$ cat src/rtl/amp_prot_pkg.sv
package amp_prot_pkg;

    typedef struct packed {
        logic sleep_n;
        logic mute_n;
        logic ocp;
        logic hot;
        logic uv12_low;
        logic uv12_ok;
        logic uv5_low;
        logic uv5_ok;
        logic dc;
        logic bclk;
    } ctl_in_t;

    localparam int CTL_W = $bits(ctl_in_t);

    typedef struct packed {
        logic ocp;
        logic therm;
        logic uv;
        logic clk_stop;
        logic dc;
    } fault_t;

    function automatic logic any_fault(input fault_t f);
        return f.ocp | f.therm | f.uv | f.clk_stop | f.dc;
    endfunction

    // warning is pulled only by the two classes that report, and never under undervoltage
    function automatic logic warn_req(input fault_t f);
        return (f.ocp | f.therm) & ~f.uv;
    endfunction

endpackage

$ cat src/rtl/aps_sync.sv
module aps_sync #(
    parameter int W = 1
) (
    input  logic         clk,
    input  logic         rst,
    input  logic [W-1:0] d,
    output logic [W-1:0] q
);
    logic [W-1:0] meta;

    always_ff @(posedge clk) begin
        if (rst) begin
            meta <= '0;
            q    <= '0;
        end else begin
            meta <= d;
            q    <= meta;
        end
    end
endmodule

$ cat src/rtl/aps_clk_mon.sv
module aps_clk_mon #(
    parameter int WINDOW    = 64,
    parameter int MIN_EDGES = 8
) (
    input  logic clk,
    input  logic rst,
    input  logic bclk_s,
    output logic clk_stop
);
    localparam int WIN_W = $clog2(WINDOW);
    localparam int EC_W  = $clog2(MIN_EDGES + 1);
    localparam logic [WIN_W-1:0] WIN_LAST = WIN_W'(WINDOW - 1);
    localparam logic [EC_W-1:0]  EC_CAP   = EC_W'(MIN_EDGES);

    logic             bclk_d;
    logic [WIN_W-1:0] win_cnt;
    logic [EC_W-1:0]  edge_cnt;
    logic [EC_W-1:0]  edge_nxt;
    logic             rise;

    assign rise = bclk_s & ~bclk_d;

    always_comb begin
        if (rise && edge_cnt != EC_CAP) edge_nxt = edge_cnt + EC_W'(1);
        else                            edge_nxt = edge_cnt;
    end

    always_ff @(posedge clk) begin
        if (rst) begin
            bclk_d   <= 1'b0;
            win_cnt  <= '0;
            edge_cnt <= '0;
            clk_stop <= 1'b1;
        end else begin
            bclk_d <= bclk_s;
            if (win_cnt == WIN_LAST) begin
                win_cnt  <= '0;
                edge_cnt <= '0;
                clk_stop <= (edge_nxt < EC_CAP);
            end else begin
                win_cnt  <= win_cnt + WIN_W'(1);
                edge_cnt <= edge_nxt;
            end
        end
    end

    p_edge_sat_r8: assert property (@(posedge clk) disable iff (rst)
        edge_cnt <= EC_CAP);

    p_stop_hold_r8: assert property (@(posedge clk) disable iff (rst)
        (win_cnt != WIN_LAST) |=> $stable(clk_stop));
endmodule

$ cat src/rtl/aps_fault_latch.sv
module aps_fault_latch (
    input  logic clk,
    input  logic rst,
    input  logic awake,
    input  logic ocp_s,
    input  logic hot_s,
    input  logic uv12_low_s,
    input  logic uv12_ok_s,
    input  logic uv5_low_s,
    input  logic uv5_ok_s,
    output logic ocp_q,
    output logic therm_q,
    output logic uv_q
);
    always_ff @(posedge clk) begin
        if (rst || !awake) begin
            ocp_q   <= 1'b0;
            therm_q <= 1'b0;
            uv_q    <= 1'b0;
        end else begin
            if (ocp_s) ocp_q <= 1'b1;
            therm_q <= hot_s;
            if (uv12_low_s || uv5_low_s)     uv_q <= 1'b1;
            else if (uv12_ok_s && uv5_ok_s)  uv_q <= 1'b0;
        end
    end

    p_ocp_hold_r4: assert property (@(posedge clk) disable iff (rst)
        (ocp_q && awake) |=> ocp_q);

    p_sleep_clear_r2: assert property (@(posedge clk) disable iff (rst)
        !awake |=> (!ocp_q && !therm_q && !uv_q));

    p_uv_hyst_r6: assert property (@(posedge clk) disable iff (rst)
        (uv_q && awake && !(uv12_ok_s && uv5_ok_s)) |=> uv_q);
endmodule

$ cat src/rtl/amp_prot_ctrl.sv
module amp_prot_ctrl
    import amp_prot_pkg::*;
#(
    parameter int WINDOW    = 64,
    parameter int MIN_EDGES = 8
) (
    input  logic clk,
    input  logic rst,
    input  logic sleep_n,
    input  logic mute_n,
    input  logic ocp_det,
    input  logic hot_det,
    input  logic uv12_low,
    input  logic uv12_ok,
    input  logic uv5_low,
    input  logic uv5_ok,
    input  logic dc_fault,
    input  logic bclk,
    output logic stage_en,
    output logic warn_pull,
    output logic line_run
);
    ctl_in_t raw_in;
    ctl_in_t syn_in;
    fault_t  flt;
    logic    ocp_q, therm_q, uv_q, clk_stop;

    assign raw_in = '{sleep_n: sleep_n, mute_n: mute_n, ocp: ocp_det, hot: hot_det,
                      uv12_low: uv12_low, uv12_ok: uv12_ok, uv5_low: uv5_low,
                      uv5_ok: uv5_ok, dc: dc_fault, bclk: bclk};

    aps_sync #(.W(CTL_W)) u_sync (
        .clk (clk),
        .rst (rst),
        .d   (raw_in),
        .q   (syn_in)
    );

    aps_fault_latch u_latch (
        .clk        (clk),
        .rst        (rst),
        .awake      (syn_in.sleep_n),
        .ocp_s      (syn_in.ocp),
        .hot_s      (syn_in.hot),
        .uv12_low_s (syn_in.uv12_low),
        .uv12_ok_s  (syn_in.uv12_ok),
        .uv5_low_s  (syn_in.uv5_low),
        .uv5_ok_s   (syn_in.uv5_ok),
        .ocp_q      (ocp_q),
        .therm_q    (therm_q),
        .uv_q       (uv_q)
    );

    aps_clk_mon #(.WINDOW(WINDOW), .MIN_EDGES(MIN_EDGES)) u_clkmon (
        .clk      (clk),
        .rst      (rst),
        .bclk_s   (syn_in.bclk),
        .clk_stop (clk_stop)
    );

    assign flt = '{ocp: ocp_q, therm: therm_q, uv: uv_q, clk_stop: clk_stop, dc: syn_in.dc};

    always_ff @(posedge clk) begin
        if (rst) begin
            stage_en  <= 1'b0;
            warn_pull <= 1'b0;
            line_run  <= 1'b0;
        end else begin
            stage_en  <= syn_in.sleep_n & syn_in.mute_n & ~any_fault(flt);
            warn_pull <= syn_in.sleep_n & warn_req(flt);
            line_run  <= syn_in.sleep_n;
        end
    end

    p_sleep_quiet_r2: assert property (@(posedge clk) disable iff (rst)
        !syn_in.sleep_n |=> (!warn_pull && !stage_en && !line_run));

    p_uv_release_r7: assert property (@(posedge clk) disable iff (rst)
        uv_q |=> !warn_pull);

    p_warn_blocks_r11: assert property (@(posedge clk) disable iff (rst)
        warn_pull |-> !stage_en);

    p_stop_blocks_r8: assert property (@(posedge clk) disable iff (rst)
        clk_stop |=> !stage_en);
endmodule

$ cat config.mk
export PLATFORM = sky130hd
export DESIGN_NAME = amp_prot_ctrl
export DESIGN_NICKNAME = d
export VERILOG_FILES = /design/src/rtl/amp_prot_pkg.sv /design/src/rtl/aps_sync.sv /design/src/rtl/aps_clk_mon.sv /design/src/rtl/aps_fault_latch.sv /design/src/rtl/amp_prot_ctrl.sv
export SDC_FILE = /design/constraint.sdc
export NUM_CORES = 1
export LEC_CHECK = 0
export BUFFER_PORTS_ARGS = -buffer_cell sky130_fd_sc_hd__buf_2
export CAP_MARGIN = 20
export CORE_ASPECT_RATIO = 2
export CORE_MARGIN = 4
export CORE_UTILIZATION = 50
export CTS_CLUSTER_DIAMETER = 200
export DETAILED_ROUTE_END_ITERATION = 8
export PLACE_DENSITY = 0.73
export SYNTH_ARGS = -nofsm -noshare
export SYNTH_HDL_FRONTEND = slang
export SYNTH_HIERARCHICAL = 1
export SYNTH_SLANG_ARGS = --single-unit
export TNS_END_PERCENT = 50
$ cat constraint.sdc
create_clock -name clk -period 3.45 [get_ports clk]
set_clock_uncertainty 0.05 [all_clocks]
set_input_delay 0.5175 -clock clk [delete_from_list [all_inputs] [get_ports clk]]
set_output_delay 0.5175 -clock clk [all_outputs]
set_load 0.01 [all_outputs]
[Yosys cells after proc, flatten, opt, wreduce, memory -nomap -nowiden]
Index checks and enable logic that the tools add are counted.
Storage, ports and cells
  bits in registers: 38
  bits of input ports: 12
  output and inout port bits: 3
  logic and storage cells: 39
Operators by class
  add/subtract/negate cells: 2
  order comparisons: 1
  eq/ne operators: 2
  mux-type cells: 3
  bitwise logic cells: 12
  reduce and logical (&&, ||, !) cells: 7
Operators by type and width (count)
  6-bit by 1-bit adder with 6-bit output, second input constant: 1
  6-bit == test, second input constant: 1
  1-bit bitwise AND: 5
  4-bit by 1-bit adder with 4-bit output, second input constant: 1
  4-bit < comparator, second input constant: 1
  4-bit 2-to-1 mux: 1
  4-bit inequality test, second input constant: 1
  1-bit OR: 4
  1-bit NOT: 3
  1-bit logical AND: 2
  1-bit logical OR: 2
  1-bit 2-to-1 mux: 2
  2-bit nonzero test: 1
  2-bit OR reduction: 1
  1-bit zero test: 1

[Depth between registers and ports, before layout]
  word-level depth: 6
  gate-level depth with buffers: 5
  mapped depth without buffers: 5

[Modules after synthesis]
Netlist, hierarchy kept.
By module, submodules not included
  aps_sync: times used 1, cells an instance 42, area each 618.1 um2, seq. area each 400.4 um2
  aps_clk_mon: times used 1, cells an instance 54, area each 509.2 um2, seq. area each 240.2 um2
  amp_prot_ctrl: times used 1, cells an instance 8, area each 100.1 um2, seq. area each 60.1 um2
  aps_fault_latch: times used 1, cells an instance 8, area each 98.8 um2, seq. area each 60.1 um2

[Least setup slack after synthesis]
OpenSTA, ideal clock, no wires.
  path type: register to register
  from: register u_clkmon.win_cnt[0]
  to: register u_clkmon.edge_cnt[2]
  library setup time: 0.091 ns
  data arrival time: 1.188 ns
  required time: 3.309 ns
  slack: 2.121 ns
  cell stages (with the launch flop): 5
  buffers on the path: 0
  period minus slack after synthesis: 1.329 ns
  cells stage by stage: dfxtp_1 -> ha_1 -> and3_1 -> a31o_2 -> a311oi_1
On the way
  word-level cells in the longest chain between the ends: 2
Ends and longest elaborated chain
  from (decl): RTL line aps_clk_mon.sv:16  | logic [WIN_W-1:0] win_cnt;
  from (signal assigned): RTL line aps_clk_mon.sv:41  | win_cnt <= win_cnt + WIN_W'(1);
  6-bit == test: RTL line aps_clk_mon.sv:36  | if (win_cnt == WIN_LAST) begin
  2-bit OR reduction (no line)
  to (signal assigned): RTL line aps_clk_mon.sv:42  | edge_cnt <= edge_nxt;
  to (decl): RTL line aps_clk_mon.sv:17  | logic [EC_W-1:0] edge_cnt;
No other way between the ends.
A chain may end at the register's enable or synchronous reset.

[Worst setup path in the final report]
Ends and elaborated chain as after synthesis.

==> impl_metrics.env <==
export IMPL_routed_wl_mm=1.94
export IMPL_dpl_hpwl_mm=1.37
export IMPL_syn_nets=127
export IMPL_worst_r2r_setup_slack_ps=2010
export IMPL_status="finished, final reports clean"
export IMPL_synth_warnings=6
export IMPL_drc_errors=0
export IMPL_min_period_ps=1440
export IMPL_fin_setup_tns_ps=0
export IMPL_synth_common_cells="dfxtp_1 (38), nor2b_2 (17), nor2_1 (6)"
export IMPL_leakage_nw=0.616
export IMPL_cts_setup_buffers=0
export IMPL_end_kind="flip-flop"
export IMPL_p_int_w=0.000636
export IMPL_grt_pass1_wl_mm=3.50
export IMPL_reg2regPathDepth=4
export IMPL_multiInputGateArea_um2=528
export IMPL_worstHoldPathType="reg -> reg"
export IMPL_cts_tree="built"
export IMPL_yosysTopAreaCell="dfxtp_1"
export IMPL_min_period_over_period=0.417
export IMPL_final_max_slew_viol_count=0
export IMPL_htreeDepth=2
export IMPL_rsz0062_at_grt="no"
export IMPL_grt_max_degree=28
export IMPL_clkPwrFrac=0.382
export IMPL_ir_drop_mv=0.562
export IMPL_ys_types=30
export IMPL_portBuffers=14
export IMPL_groute_usage_overall=0.135
export IMPL_setup_violations=0
export IMPL_seq_area_um2=761
export IMPL_cts_buffers=5
export IMPL_syn_avg_cell_area_um2=11.8
export IMPL_fmax_mhz=695
export IMPL_synth_edff_count=0
export IMPL_numClockSinks=38
export IMPL_hold_buffers=0
export IMPL_tightestPinTransition_ps=718
export IMPL_clk_pin_slew_ps=70
export IMPL_drt_first_pass_iters=2
export IMPL_die_y_um=80.8
export IMPL_io_pins=15
export IMPL_grt_overflow=0
export IMPL_syn_area_um2=1330
export IMPL_ys_async_sr_fraction=0
export IMPL_cp_arrival_ps=1580
export IMPL_p_total_w=0.000808
export IMPL_n_antenna_cell=0
export IMPL_dr_total_vias=829
export IMPL_critPathLaunchType="flip-flop"
export IMPL_synth_most_common_cell="dfxtp_1"
export IMPL_r2r_end="u_clkmon/edge_cnt[2]$_SDFFE_PP0P_"
export IMPL_ctsResizeCount=0
export IMPL_vias_per_cell=5.18
export IMPL_fp_row_count=26
export IMPL_initial_core_util=0.523
export IMPL_drive_gt1_frac=0.348
export IMPL_p_switching_w=0.000172
export IMPL_num_fill_cells=223
export IMPL_cp_max_fo=8
export IMPL_detail_route_antenna_nets=0
export IMPL_p_per_area_nw_per_um2=537
export IMPL_area_delta_synth_final_pct=13.4
export IMPL_die_area_um2=3590
export IMPL_synth_main_ff_cell="dfxtp_1"
export IMPL_whs_endpoint="u_sync/q[0]$_SDFF_PP0_"
export IMPL_clock_latency_ps=280
export IMPL_place_gp_congestion=0.726
export IMPL_cts_root_buf="clkbuf_8"
export IMPL_wl_per_cell_um=12.1
export IMPL_switching_share=0.213
export IMPL_hold_viol_final=0
export IMPL_worstHoldStart="u_sync/meta[0]$_SDFF_PP0_"
export IMPL_relSlewSlack=0.521
export IMPL_hold_path_depth=1
export IMPL_syn_inst=112
export IMPL_comb_power_share=0.048
export IMPL_cap_violations=0
export IMPL_nets=146
export IMPL_cts_path_max_buffers=2
export IMPL_cp_required_ps=3600
export IMPL_yosysSeqAreaShare=0.574
export IMPL_yosys_top_cells_area="dfxtp_1 (57%), nor2b_2 (11%), nor2b_4 (4.2%)"
export IMPL_p_seq_frac=0.570
export IMPL_synth_seq_cells=38
export IMPL_die_w_um=44.4
export IMPL_yosysTopAreaCellShare=0.574
export IMPL_r2r_start="u_clkmon/win_cnt[0]$_SDFF_PP0_"
export IMPL_cp_startpoint="u_clkmon/win_cnt[0]$_SDFF_PP0_"
export IMPL_coreArea_um2=2540
export IMPL_grt_pass1_vias=879
export IMPL_antenna_found_initial=0
export IMPL_path_class="reg -> reg"
export IMPL_drt_iter0_drc=8
worst max-delay path, cell delays in order (launching register included):
cell      delay, ps
dfxtp_1         320
ha_1            220
and3_1          230
a31o_2          320
a311oi_1        200
routing by layer:
layer / part of all wire / wire length, um / global-route usage / vias to the layer above
met5: 0 / 0 / 0 / -
met4: 0.029 / 56 / 0.0846 / 0
met3: 0.049 / 96 / 0.0510 / 6
met2: 0.57 / 1100 / 0.235 / 17
met1: 0.35 / 689 / 0.126 / 396
li1: - / - / - / 410
placed cells by master, fill, tap and decap left out, types with 2 or more instances in the layout:
cell type,n
a21oi_1,4
a31oi_1,2
and3_1,3
buf_2,14
clkbuf_8,6
dfxtp_1,38
ha_1,3
inv_1,4
nand3_1,4
nor2_1,6
nor2b_1,2
nor2b_2,17
nor2b_4,4
o21ai_0,4
or3_1,2
xnor2_1,2
sequential cells by signal, indices dropped and copies added (netlist names), named ones only:
signal,count
u_clkmon/edge_cnt,3
line_run,1
warn_pull,1
u_clkmon/win_cnt,6
u_latch/ocp_q,1
u_clkmon/clk_stop,1
stage_en,1
u_latch/uv_q,1
u_sync/q,10
u_sync/meta,10
u_clkmon/bclk_d,1
u_latch/therm_q,1
power by group through the flow:
stage          clock network, W  registers, W  logic (W)
3_3_place_gp                  0      0.000470  0.0000374
3_5_place_dp                  0      0.000470  0.0000396
4_1_cts                0.000317      0.000461  0.0000399
6_report               0.000309      0.000460  0.0000390
5_1_grt                0.000332      0.000462  0.0000442
2_1_floorplan                 0      0.000469  0.0000299
per-stage QoR:
step | cells | util | setup slack, ps | hold WS (ps) | area, um2
final | 160 | 0.593 | 2010 | 387 | 1500
after global routing | 160 | 0.593 | 1930 | 386 | 1500
after CTS | 160 | 0.593 | 2010 | 380 | 1500
after detailed placement | 152 | 0.555 | 1750 | 374 | 1410
after global placement | 152 | 0.555 | 1780 | 358 | 1410
after floorplan | 112 | - | 2120 | 355 | 1330
area by class of cell:
cell class / instances / share of cell area
clock inverter: 2 / 0.00832
tap: 28 / 0.0233
inverter: 4 / 0.00998
sequential: 38 / 0.506
timing repair buffer: 14 / 0.0466
multi-input combinational: 68 / 0.351
clock buffer: 6 / 0.0549
kinds of logic after synthesis:
family	after synthesis	share of synthesized area
simple gates	46	0.272
flops	38	0.574
compound gates	16	0.0783
buf+inv	6	0.0283
xor+xnor	3	0.0198
fa+ha+maj	3	0.0283
worst max path at each step:
stage,depth (start not counted),slack [ps],endpoint
after floorplan,4,2120,u_clkmon/edge_cnt[2]$_SDFFE_PP0P_
after global placement,3,1780,stage_en$_SDFF_PP0_
after detailed placement,3,1750,stage_en$_SDFF_PP0_
after CTS,4,2010,u_clkmon/edge_cnt[2]$_SDFFE_PP0P_
after global routing,4,1930,u_clkmon/edge_cnt[2]$_SDFFE_PP0P_
final,4,2010,u_clkmon/edge_cnt[2]$_SDFFE_PP0P_
Note: power is estimated with default switching activity, not from simulation.
